===== src/rtl/ahbm_pkg.sv =====
package ahbm_pkg;
  typedef enum logic [1:0] {
    TR_IDLE = 2'd0,
    TR_BUSY = 2'd1,
    TR_NSEQ = 2'd2,
    TR_SEQ  = 2'd3
  } htrans_e;

  localparam logic [1:0] RESP_OKAY  = 2'd0;
  localparam logic [1:0] RESP_ERROR = 2'd1;
  localparam logic [1:0] RESP_RETRY = 2'd2;
  localparam logic [1:0] RESP_SPLIT = 2'd3;

  localparam int NREQ  = 2;
  localparam int TX_ID = 0;
  localparam int RX_ID = 1;
endpackage


===== src/rtl/ahbm_sticky_arb.sv =====
module ahbm_sticky_arb
  import ahbm_pkg::*;
(
  input  logic            clk,
  input  logic            rst_n,
  input  logic [NREQ-1:0] req,
  input  logic            take,
  output logic            win,
  output logic [NREQ-1:0] win_oh
);
  logic owner_q;
  logic have_q;

  // Holder keeps the port when it asks; otherwise the receive side is preferred.
  always_comb begin
    if (have_q && req[owner_q]) win = owner_q;
    else if (req[RX_ID])        win = 1'b1;
    else                        win = 1'b0;
    win_oh = NREQ'(1) << win;
  end

  always_ff @(posedge clk or negedge rst_n) begin
    if (!rst_n) begin
      owner_q <= 1'b0;
      have_q  <= 1'b0;
    end else if (take) begin
      owner_q <= win;
      have_q  <= 1'b1;
    end
  end
endmodule


===== src/rtl/ahbm_addr_step.sv =====
module ahbm_addr_step #(
  parameter int AW         = 32,
  parameter int DW         = 32,
  parameter int BOUND_LOG2 = 10
) (
  input  logic [AW-1:0] cur,
  input  logic [1:0]    size,
  input  logic          incr,
  input  logic          restart,
  output logic [AW-1:0] nxt,
  output logic          seq_ok
);
  localparam logic [1:0] WORD_SZ = 2'($clog2(DW / 8));

  logic at_line;

  always_comb begin
    nxt     = incr ? cur + (AW'(1) << size) : cur;
    at_line = (cur[BOUND_LOG2-1:0] == '0);
    seq_ok  = !restart && incr && (size == WORD_SZ) && !at_line;
  end
endmodule


===== src/rtl/ahbm_shared_port.sv =====
module ahbm_shared_port
  import ahbm_pkg::*;
#(
  parameter int AW         = 32,
  parameter int DW         = 32,
  parameter int BW         = 8,
  parameter int BOUND_LOG2 = 10
) (
  input  logic             clk,
  input  logic             rst_n,
  input  logic [1:0]       rq_valid,
  output logic [1:0]       rq_ready,
  input  logic [2*AW-1:0]  rq_addr,
  input  logic [3:0]       rq_size,
  input  logic [2*BW-1:0]  rq_beats,
  input  logic [1:0]       rq_incr,
  input  logic [1:0]       rq_write,
  input  logic [2*DW-1:0]  wd_data,
  output logic [1:0]       wd_ready,
  output logic [DW-1:0]    rd_data,
  output logic [1:0]       rd_valid,
  output logic [1:0]       xfer_done,
  output logic             xfer_err,
  input  logic             hgrant,
  input  logic             hready,
  input  logic [1:0]       hresp,
  input  logic [DW-1:0]    hrdata,
  output logic             hbusreq,
  output logic [1:0]       htrans,
  output logic [AW-1:0]    haddr,
  output logic [2:0]       hsize,
  output logic             hwrite,
  output logic [DW-1:0]    hwdata
);
  localparam logic [1:0] WORD_SZ = 2'($clog2(DW / 8));

  logic          busy_q, own_q, incr_q, write_q, dp_q, restart_q;
  logic [AW-1:0] addr_q, dp_addr_q;
  logic [1:0]    size_q;
  logic [BW-1:0] beats_q, a_cnt_q, d_cnt_q;

  logic            take, win, more, issue, seq_ok;
  logic [1:0]      win_oh, own_oh, cmd_size;
  logic [AW-1:0]   nxt_addr, cmd_addr;
  logic [BW-1:0]   cmd_beats;
  logic            dp_ok, dp_bad, last_ok, err_end, rewind;

  assign take = !busy_q && (|rq_valid);

  ahbm_sticky_arb u_arb (
    .clk    (clk),
    .rst_n  (rst_n),
    .req    (rq_valid),
    .take   (take),
    .win    (win),
    .win_oh (win_oh)
  );

  ahbm_addr_step #(.AW(AW), .DW(DW), .BOUND_LOG2(BOUND_LOG2)) u_step (
    .cur     (addr_q),
    .size    (size_q),
    .incr    (incr_q),
    .restart (restart_q),
    .nxt     (nxt_addr),
    .seq_ok  (seq_ok)
  );

  always_comb begin
    cmd_addr  = rq_addr[win*AW +: AW];
    cmd_size  = rq_size[win*2 +: 2];
    cmd_beats = rq_beats[win*BW +: BW];
    if (cmd_size == 2'd3) cmd_size = WORD_SZ;
    if (cmd_beats == '0)  cmd_beats = BW'(1);
  end

  always_comb begin
    own_oh   = 2'b01 << own_q;
    rq_ready = take ? win_oh : 2'b00;
    more     = busy_q && (a_cnt_q != beats_q);
    issue    = more && hgrant && (hresp == RESP_OKAY);
    htrans   = issue ? (seq_ok ? TR_SEQ : TR_NSEQ) : TR_IDLE;
    haddr    = addr_q;
    hsize    = {1'b0, size_q};
    hwrite   = write_q;
    hbusreq  = more;
    hwdata   = wd_data[own_q*DW +: DW];
    rd_data  = hrdata;
    dp_ok    = dp_q && hready && (hresp == RESP_OKAY);
    dp_bad   = dp_q && hready && (hresp != RESP_OKAY);
    last_ok  = dp_ok && (d_cnt_q + BW'(1) == beats_q);
    err_end  = dp_bad && (hresp == RESP_ERROR);
    rewind   = dp_bad && (hresp != RESP_ERROR);
    rd_valid = (dp_ok && !write_q) ? own_oh : 2'b00;
    wd_ready = (dp_ok &&  write_q) ? own_oh : 2'b00;
    xfer_done = (last_ok || err_end) ? own_oh : 2'b00;
    xfer_err  = err_end;
  end

  always_ff @(posedge clk or negedge rst_n) begin
    if (!rst_n) begin
      busy_q    <= 1'b0;
      own_q     <= 1'b0;
      incr_q    <= 1'b0;
      write_q   <= 1'b0;
      dp_q      <= 1'b0;
      restart_q <= 1'b1;
      addr_q    <= '0;
      dp_addr_q <= '0;
      size_q    <= '0;
      beats_q   <= '0;
      a_cnt_q   <= '0;
      d_cnt_q   <= '0;
    end else if (take) begin
      busy_q    <= 1'b1;
      own_q     <= win;
      addr_q    <= cmd_addr;
      size_q    <= cmd_size;
      beats_q   <= cmd_beats;
      incr_q    <= rq_incr[win];
      write_q   <= rq_write[win];
      a_cnt_q   <= '0;
      d_cnt_q   <= '0;
      dp_q      <= 1'b0;
      restart_q <= 1'b1;
    end else if (busy_q && hready) begin
      if (last_ok || err_end) begin
        busy_q <= 1'b0;
        dp_q   <= 1'b0;
      end else if (rewind) begin
        addr_q    <= dp_addr_q;
        a_cnt_q   <= d_cnt_q;
        restart_q <= 1'b1;
        dp_q      <= 1'b0;
      end else begin
        if (dp_ok) d_cnt_q <= d_cnt_q + BW'(1);
        if (issue) begin
          dp_q      <= 1'b1;
          dp_addr_q <= addr_q;
          addr_q    <= nxt_addr;
          a_cnt_q   <= a_cnt_q + BW'(1);
          restart_q <= 1'b0;
        end else begin
          dp_q      <= 1'b0;
          restart_q <= 1'b1;
        end
      end
    end
  end
endmodule


===== config.mk =====
export PLATFORM = sky130hd
export DESIGN_NAME = ahbm_shared_port
export DESIGN_NICKNAME = d
export VERILOG_FILES = /design/src/rtl/ahbm_pkg.sv /design/src/rtl/ahbm_sticky_arb.sv /design/src/rtl/ahbm_addr_step.sv /design/src/rtl/ahbm_shared_port.sv
export SDC_FILE = /design/constraint.sdc
export NUM_CORES = 1
export LEC_CHECK = 0
export CAP_MARGIN = 10
export CORE_ASPECT_RATIO = 1.1
export CORE_MARGIN = 2
export CORE_UTILIZATION = 40
export CTS_BUF_LIST = sky130_fd_sc_hd__clkbuf_2 sky130_fd_sc_hd__clkbuf_4 sky130_fd_sc_hd__clkbuf_8
export CTS_CLUSTER_SIZE = 30
export DETAILED_ROUTE_END_ITERATION = 10
export GPL_TIMING_DRIVEN = 0
export PLACE_DENSITY = 0.81
export SLEW_MARGIN = 25
export SYNTH_ARGS = -nofsm -noshare
export SYNTH_HDL_FRONTEND = slang
export SYNTH_HIERARCHICAL = 1
export SYNTH_SLANG_ARGS = --single-unit

===== constraint.sdc =====
create_clock -name clk -period 2.23 [get_ports clk]
set_input_delay 0.446 -clock clk [delete_from_list [all_inputs] [get_ports clk]]
set_output_delay 0.446 -clock clk [all_outputs]
set_load 0.02 [all_outputs]

-- Word level (Yosys, flattened, before mapping)
Index checks and enable logic that the tools add are counted.
- bits in registers: 97
- input bits: 192
- output and inout bits: 112
- logic and storage cells: 119
- add/sub/neg operators: 3
- magnitude comparators: 2
- equal/unequal tests: 8
- shift-type cells: 7
- muxes and demuxes: 45
- bitwise logic cells: 3
- reductions and logical operators: 38
- operators with widths (kind ; number):
    32-bit 2-to-1 mux ; 6
    64-bit by 7-bit indexed part select with 32-bit output ; 2
    8-bit 2-to-1 mux ; 11
    32-bit adder ; 1
    1-bit by 2-bit left shift with 32-bit output, first input constant ; 1
    1-bit 2-to-1 mux ; 22
    1-bit logical AND ; 17
    8-bit by 1-bit adder with 8-bit output, second input constant ; 2
    16-bit by 5-bit indexed part select with 8-bit output ; 1
    2-bit 2-to-1 mux ; 6
    10-bit zero test ; 1
    8-bit equality test ; 1
    8-bit zero test ; 1
    8-bit != test ; 1
    4-bit AND reduction ; 2
    2-bit nonzero test ; 4
    3-bit nonzero test ; 2
    5-bit AND reduction ; 1
    2-bit equality test, second input constant ; 2
    1-bit zero test ; 4
    1-bit by 2-bit < comparator with 1-bit output, second input constant ; 2
    2-bit != test, second input constant ; 2
    2-bit AND reduction ; 2
    4-bit by 3-bit indexed part select with 2-bit output ; 1
    8 further kinds ; 11

-- Logic depth before layout (Yosys ltp)
Gate-level depths: netlist of the first run.
- depth in word-level cells: 9
- gate-level depth with buffers: 11
- depth with buffers taken out: 11

-- By module
The synthesis of the first run kept the hierarchy.
- by module, submodules not included (module ; instances ; cells an instance ; area each (um^2) ; sequential area each (um^2)):
    ahbm_shared_port ; 1 ; 608 ; 6213.5 ; 2403.6
    ahbm_addr_step ; 1 ; 115 ; 849.6 ; 0.0
    ahbm_sticky_arb ; 1 ; 9 ; 98.8 ; 50.0

-- Worst setup path after synthesis of the first run
No wires, ideal clock.
- kind: register to output
- start: reg d_cnt_q[0]
- end: out xfer_done[1]
- arrival: 2.174 ns
- required time: 1.784 ns
- slack: -0.390 ns
- stages on the path, launching flop included: 9
- buffers on the path: 1
- cell sequence: dfrtp_1 ha_1 nand3_2 o21a_1 nor4_1 o2111a_1 buf_4 nor2_1 nor2b_1
- cells in the longest elaborated chain, start to end: 5
- RTL lines (item ; line ; RTL):
    start, declared ; ahbm_shared_port.sv:40 ; logic [BW-1:0] beats_q, a_cnt_q, d_cnt_q;
    start signal, assigned ; ahbm_shared_port.sv:135 ; if (dp_ok) d_cnt_q <= d_cnt_q + BW'(1);
    8-bit by 1-bit adder with 8-bit output ; ahbm_shared_port.sv:90 ; last_ok = dp_ok && (d_cnt_q + BW'(1) == beats_q);
    8-bit equality test ; ahbm_shared_port.sv:90 ;
    1-bit logical AND ; ahbm_shared_port.sv:90 ;
    1-bit logical OR ; ahbm_shared_port.sv:95 ; xfer_done = (last_ok || err_end) ? own_oh : 2'b00;
    2-bit 2-to-1 mux ; ahbm_shared_port.sv:95 ;
    end, declared ; ahbm_shared_port.sv:22 ; output logic [1:0] xfer_done,
No other way between the ends.

-- Worst setup path in the final report of the first run
Ends and elaborated chain as after synthesis.

==> results.yml, run 1 <==
outcome:
  status: "complete, but fails checks"
  violations: "setup timing"
final_layout:
  diodes: 0
  fill_cells: 1197
  nNetsFinal: 1289
  syn2layout_area_growth_pct: 75.7
  final_common_cell: "clkdlybuf4s50_1"
  mostFrequentLayoutCells: "clkdlybuf4s50_1, buf_4, dfrtp_1, mux2_2, mux2i_1"
  drive_gt1_share_pct: 40.0
  final_area_sq_mm: 0.0126
sta:
  slew_violations: 0
  rsz0062_at_grt: "yes"
  max_slew.worst_pin.slew_ps: 1330
  fin_crit_sh_pct: 135
  period_needed_ps: 3010
  relSlewSlack_pct: 11.5
  hold_viol_final: 0
  setup_viol: 87
  skew_ps: 27.0
  fmax_mhz: 332
  layout_setup_ws_ps: -782
drt:
  wl_per_cell_um: 22.8
  firstDrtPassIters: 5
  routed_via_density: 5.95
  drtAntennaViolNets: 0
  drc_errors: 0
  drt_wl_total_um: 30300
  vias: 7927
  drt_first_iter_violations: 687
grt:
  grt_first_pass_wirelength_um: 40200
  first_global_vias: 7480
  grt_overflow_total: 0
  antenna_found_initial: 0
  grt.total_usage_pct: 26.8
  grt_max_degree: 62
yosys:
  syn_nets: 931
  synthesis.area_sq_mm: 0.00716
  syn_inst: 732
  synth_flop_cell: "dfrtp_1"
  synthArstFlopShare_pct: 100
  ys_warn_count: 6
  synth_cell_types: 65
  syn_area_per_cell_sq_um: 9.78
  seq_area_frac_synth_pct: 34.3
  synth-seq-cells: 98
  synth_edf_count: 0
worst_setup_path:
  required_ps: 1780
  cpMostUsedCell: "buf_6"
  end_kind: "primary output"
  max_stage_delay_ps: 420
  startpoint_type: "flop"
  cp.arrival_ps: 2570
  crit_type: "flop to primary output"
  slowest_stage: "dfrtp_2"
  crit_chain: "buf_6 -> buf_6 -> nand3_4 -> o31ai_1 -> o211a_1 -> o2111a_2 -> buf_8 -> nor2_4 -> nor2b_2 -> buf_6"
  cp_max_fo: 6
floorplanning:
  die_w_um: 132
  core_sq_mm: 0.0176
  start_util_pct: 40.7
  std_cell_rows: 51
  die_height_um: 144
  die_area_sq_mm: 0.0190
  io_pins: 304
place:
  postPlaceCellArea_sq_mm: 0.0104
  io_buffers: 270
  gp_congestion: 0.859
  hpwlAfterDp_um: 18100
  place_ws_ps: -1420
cts:
  clk_pin_slew_ps: 120
  cts_root_buffer: "clkbuf_8"
  htree_levels: 3
  cts_made_buffers: 9
  cts_tree: "built"
  clkLatencyLatePin_ps: 420
  cts_num_sinks: 98
  cts_max_path_buffers: 2
power:
  switching_power_mw: 5.26
  switching_share_pct: 42.3
  vdd_ir_drop_max_uv: 501
  power_leakage_nw: 5.09
  seq_power_share_pct: 29.4
  pwr-share-clk_pct: 13.0
  power.density_mw_per_mm2: 987
  combPwrFrac_pct: 57.6
  p_int_mw: 7.16
hold_path:
  hold_class: "input pin to asynchronous set/reset pin"
flow_run:
  maxCapViolations: 0
==> path summary, 6_finish.rpt <==
check / from / end / slack (ps) / depth (start not counted)
min in group clk: u_arb/have_q$_DFFE_PN0P_ / u_arb/have_q$_DFFE_PN0P_ / 490 / 1
worst max register to register: d_cnt_q[7]$_DFFE_PN0P_ / haddr[10]$_DFFE_PN0P_ / -670 / 12
worst max-delay path: d_cnt_q[0]$_DFFE_PN0P_ / xfer_done[1] / -780 / 10
worst min register to register: u_arb/have_q$_DFFE_PN0P_ / u_arb/have_q$_DFFE_PN0P_ / 490 / 1
max in group asynchronous: rst_n / restart_q$_DFFE_PN1P_ / 1040 / 3
worst min-delay path: rst_n / beats_q[2]$_DFFE_PN0P_ / 480 / 2
==> area by class of cell <==
class                           count  area [sq um]  area share [%]
Inverter                           12          45.0           0.358
Buffer                             83           674            5.36
Multi-Input combinational cell    535          5270            41.9
Timing Repair Buffer              351          3540            28.2
Tap cell                          238           298            2.37
Sequential cell                    98          2480            19.7
Clock buffer                       11           145            1.15
Clock inverter                      5           125           0.994
==> flip-flops by register name, summed over array words and instances, names as in the netlist <==
| register | count |
|---|---|
| restart_q | 1 |
| a_cnt_q | 8 |
| busy_q | 1 |
| size_q | 2 |
| dp_addr_q | 32 |
| d_cnt_q | 8 |
| hwrite | 1 |
| own_q | 1 |
| incr_q | 1 |
| u_arb/have_q | 1 |
| beats_q | 8 |
| dp_q | 1 |
| haddr | 32 |
| u_arb/owner_q | 1 |
==> power by group through the flow <==
stage / Combinational (mW) / Clock (mW) / Sequential (mW)
2_1_floorplan: 3.28 / 0 / 3.62
3_3_place_gp: 5.49 / 0 / 3.46
3_5_place_dp: 5.63 / 0 / 3.49
4_1_cts: 5.94 / 1.58 / 3.49
5_1_grt: 7.54 / 1.69 / 3.73
6_report: 7.15 / 1.62 / 3.65
==> layer usage <==
layer  wire, um  vias to the layer above  track usage (%)
met1      11600                     3949             32.5
met5          0                        -                0
met3       2170                      108             6.20
met2      15300                      469             46.6
li1           -                     3401                -
met4       1300                        0             9.90
==> logic make-up (layout without fill, tap and decap cells) <==
kind of cell | after synthesis | count (layout) | share of synthesized area [%]
flops | 98 | 98 | 34.3
mux | 146 | 146 | 22.2
compound gates | 172 | 172 | 15.8
buf+inv | 99 | 462 | 7.72
xor+xnor | 48 | 48 | 5.87
fa+ha+maj | 7 | 7 | 1.33
other cells | 1 | 1 | 0.0524
simple gates | 161 | 161 | 12.8
==> worst max-delay path: cells and delay by family, from the launching register on <==
| kind | cells | cell delay, ps |
|---|---|---|
| simple gates | 3 | 290 |
| compound gates | 3 | 950 |
| buf+inv | 4 | 460 |
| flops | 1 | 420 |
==> cells in the mapped netlist (2+ instances only) <==
cell / instances / area [sq um]
nor2_1: 24 / 90.1
mux2_2: 97 / 1090
buf_4: 38 / 285
and3_1: 4 / 25.0
ha_1: 6 / 75.1
a211oi_1: 3 / 22.5
and3_2: 2 / 15.0
nand3b_1: 2 / 15.0
a21oi_1: 47 / 235
o21a_1: 4 / 30.0
mux2_1: 4 / 45.0
and4_1: 3 / 26.3
nor3_2: 4 / 40.0
xnor2_1: 31 / 272
o31ai_1: 38 / 285
nand2_1: 42 / 158
a21o_1: 2 / 15.0
o2111a_1: 2 / 22.5
a31oi_1: 2 / 12.5
xor2_1: 17 / 149
o22ai_1: 34 / 213
nor3b_1: 2 / 15.0
clkbuf_1: 37 / 139
or2_2: 3 / 18.8
inv_1: 12 / 45.0
nand2b_1: 2 / 12.5
nand4_1: 9 / 56.3
dfrtp_1: 97 / 2430
a21o_2: 2 / 17.5
nand3_2: 2 / 20.0
nor3_1: 6 / 30.0
buf_6: 4 / 45.0
buf_2: 7 / 35.0
o2111ai_1: 5 / 43.8
nor4_1: 8 / 50.1
a221o_1: 5 / 50.1
nand3_1: 20 / 100
nor2b_1: 8 / 50.1
mux2i_1: 45 / 450
o311ai_0: 2 / 17.5
and4_2: 2 / 20.0
and2_1: 8 / 50.1
o21ai_0: 18 / 90.1
==> stage by stage <==
stage                     std cells  power [mW]  utilization [%]  setup TNS [ps]  hold WS [ps]
after floorplan                 732        6.90                -           -5290           150
after global placement         1240        8.95             58.8         -366170           446
after detailed placement       1241        9.12             59.0          -73030           373
after CTS                      1303        11.0             64.7          -34280           475
after global routing           1333        13.0             71.4          -51940           528
final                          1333        12.4             71.4          -47760           482
==> repair_timing <==
| item | CTS | global route |
|---|---|---|
| hold endpoints to repair | 37 | 0 |
| buffers inserted | 79 | 38 |
| cloned | 6 | 4 |
| hold buffers | 1 | 0 |
| setup endpoints to repair | 130 | 111 |
| pin swaps | 49 | 80 |
| gates resized for setup | 199 | 218 |
No activity file was read; power rests on OpenSTA's default activity.
==> run 2: changes to the inputs <==
--- a/config.mk
+++ b/config.mk
@@ -8,12 +8,12 @@
 export CAP_MARGIN = 10
 export CORE_ASPECT_RATIO = 1.1
 export CORE_MARGIN = 2
-export CORE_UTILIZATION = 40
+export CORE_UTILIZATION = 48
 export CTS_BUF_LIST = sky130_fd_sc_hd__clkbuf_2 sky130_fd_sc_hd__clkbuf_4 sky130_fd_sc_hd__clkbuf_8
 export CTS_CLUSTER_SIZE = 30
 export DETAILED_ROUTE_END_ITERATION = 10
 export GPL_TIMING_DRIVEN = 0
-export PLACE_DENSITY = 0.81
+export PLACE_DENSITY = 0.91
 export SLEW_MARGIN = 25
 export SYNTH_ARGS = -nofsm -noshare
 export SYNTH_HDL_FRONTEND = slang
==> constraint.sdc (replaced) <==
create_clock -name clk -period 3.5 [get_ports clk]
set_input_delay 0.7 -clock clk [delete_from_list [all_inputs] [get_ports clk]]
set_output_delay 0.7 -clock clk [all_outputs]
set_load 0.02 [all_outputs]
==> results.yml, run 2 (synthesis gave the netlist of run 1 again) <==
power:
  vdd_ir_drop_max_uv: 445
  power.total_mw: 6.52
  power_leakage_nw: 4.20
  power.density_mw_per_mm2: 625
final_layout:
  drive_gt1_share_pct: 19.6
  fill_cells: 1094
  mostFrequentLayoutCells: "clkdlybuf4s50_1, mux2_2, dfrtp_1, a21oi_1, mux2i_1"
  diodes: 0
  nNetsFinal: 1218
  syn2layout_area_growth_pct: 45.6
  final_common_cell: "clkdlybuf4s50_1"
drt:
  wl_per_cell_um: 19.6
  drtAntennaViolNets: 0
  firstDrtPassIters: 5
  drc_errors: 0
  drt_first_iter_violations: 593
  routed_via_density: 5.83
  drt_wl_total_um: 23800
  vias: 7078
cts:
  cts_num_sinks: 98
  hold_buffers: 0
  cts_root_buffer: "clkbuf_8"
  cts_max_path_buffers: 2
  htree_levels: 3
  cts_made_buffers: 9
  cts_tree: "built"
  clk_pin_slew_ps: 110
  clkLatencyLatePin_ps: 410
worst_setup_path:
  end_kind: "primary output"
  crit_chain: "clkdlybuf4s50_1 -> and4bb_2 -> o2111ai_2 -> a2111oi_4 -> o2111a_2 -> buf_8 -> nor2_1 -> nor2b_1 -> buf_4"
  slowest_stage: "clkdlybuf4s50_1"
  cp_max_fo: 10
  crit_family: "buffers and inverters"
  cp.arrival_ps: 2730
  startpoint_type: "input pin"
  max_stage_delay_ps: 440
  required_ps: 2800
  crit_type: "input pin to primary output"
  cp.buffers_inverters: 3
place:
  io_buffers: 270
  gp_congestion: 0.966
  hpwlAfterDp_um: 18000
floorplanning:
  std_cell_rows: 46
  die_area_sq_mm: 0.0159
  die_w_um: 120
  die_height_um: 132
  core_sq_mm: 0.0145
  start_util_pct: 49.4
  io_pins: 304
sta:
  rsz0062_at_grt: "yes"
  setup_viol: 0
  fin_tns_setup_ps: 0
  fin_crit_sh_pct: 97.9
  fmax_mhz: 292
  max_slew.worst_pin.slew_ps: 1010
  period_needed_ps: 3430
  skew_ps: 20.5
  slew_violations: 0
  relSlewSlack_pct: 32.9
  hold_viol_final: 0
grt:
  grt_max_degree: 72
  first_global_vias: 7050
  grt.total_usage_pct: 29.1
  grt_first_pass_wirelength_um: 36900
  grt_overflow_total: 0
  antenna_found_initial: 0
hold_path:
  hold_class: "input pin to asynchronous set/reset pin"
outcome:
  status: "complete, no violations"
flow_run:
  maxCapViolations: 0
[run 2: layout make-up]
type / instances / area (sq um) / share of cell area (%)
buffer: 87 / 519 / 4.98
sequential: 98 / 2450 / 23.5
multi-input combinational: 535 / 4200 / 40.2
inverter: 12 / 45.0 / 0.432
timing repair buffer: 276 / 2760 / 26.5
clock buffer: 9 / 124 / 1.19
tap: 192 / 240 / 2.30
clock inverter: 6 / 91.3 / 0.876
[run 2: timing repair]
action | CTS | global route
gates cloned | 0 | 0
setup buffers | 3 | 2
endpoints found under the setup margin | 3 | 3
gates resized for setup | 19 | 6
pin swaps | 3 | 3
[run 2: final timing paths]
kind	from	slack (ps)	to	depth (start not counted)
max	hresp[0]	70	xfer_done[1]	9
min	rst_n	150	haddr[26]$_DFFE_PN0P_	1
max reg2reg	size_q[0]$_DFFE_PN0P_	530	haddr[21]$_DFFE_PN0P_	10
min reg2reg	u_arb/have_q$_DFFE_PN0P_	500	u_arb/have_q$_DFFE_PN0P_	1
max in group asynchronous	rst_n	2700	restart_q$_DFFE_PN1P_	2
min in group clk	u_arb/have_q$_DFFE_PN0P_	500	u_arb/have_q$_DFFE_PN0P_	1
[run 2: routing by layer]
metal	GRT usage, %	wire, um	vias to the layer above
met3	6.75	2110	43
met1	34.8	9090	3393
met4	7.95	466	0
met2	52.1	12200	394
met5	0	0	-
li1	-	-	3248
[run 2: power by group]
group          switching [mW]  total (mW)  leakage (nW)  internal, mW
sequential              0.608        2.21          1.21          1.60
combinational            1.63        3.47          2.89          1.84
clock                   0.438       0.840         0.103         0.402
total                    2.68        6.52          4.20          3.84
[run 2: stage by stage]
step | std cells | util, % | area, sq um | hold WS, ps | setup WS (ps)
floorplan | 732 | - | 7160 | 404 | 553
global placement | 1194 | 69.7 | 10100 | 447 | -1960
detailed placement | 1195 | 69.9 | 10100 | 461 | -673
CTS | 1213 | 71.5 | 10400 | 164 | 14.4
global route | 1215 | 71.9 | 10400 | 170 | -21.1
finish | 1215 | 71.9 | 10400 | 154 | 74.9
==> run 3: changes to the inputs <==
--- a/config.mk
+++ b/config.mk
@@ -13,6 +13,7 @@
 export CTS_CLUSTER_SIZE = 30
 export DETAILED_ROUTE_END_ITERATION = 10
 export GPL_TIMING_DRIVEN = 0
+export HOLD_SLACK_MARGIN = 0.03
 export PLACE_DENSITY = 0.91
 export SLEW_MARGIN = 25
 export SYNTH_ARGS = -nofsm -noshare
==> results of run 3 <==
Same layout as run 2: the final DEF is identical, and so are final timing and power.
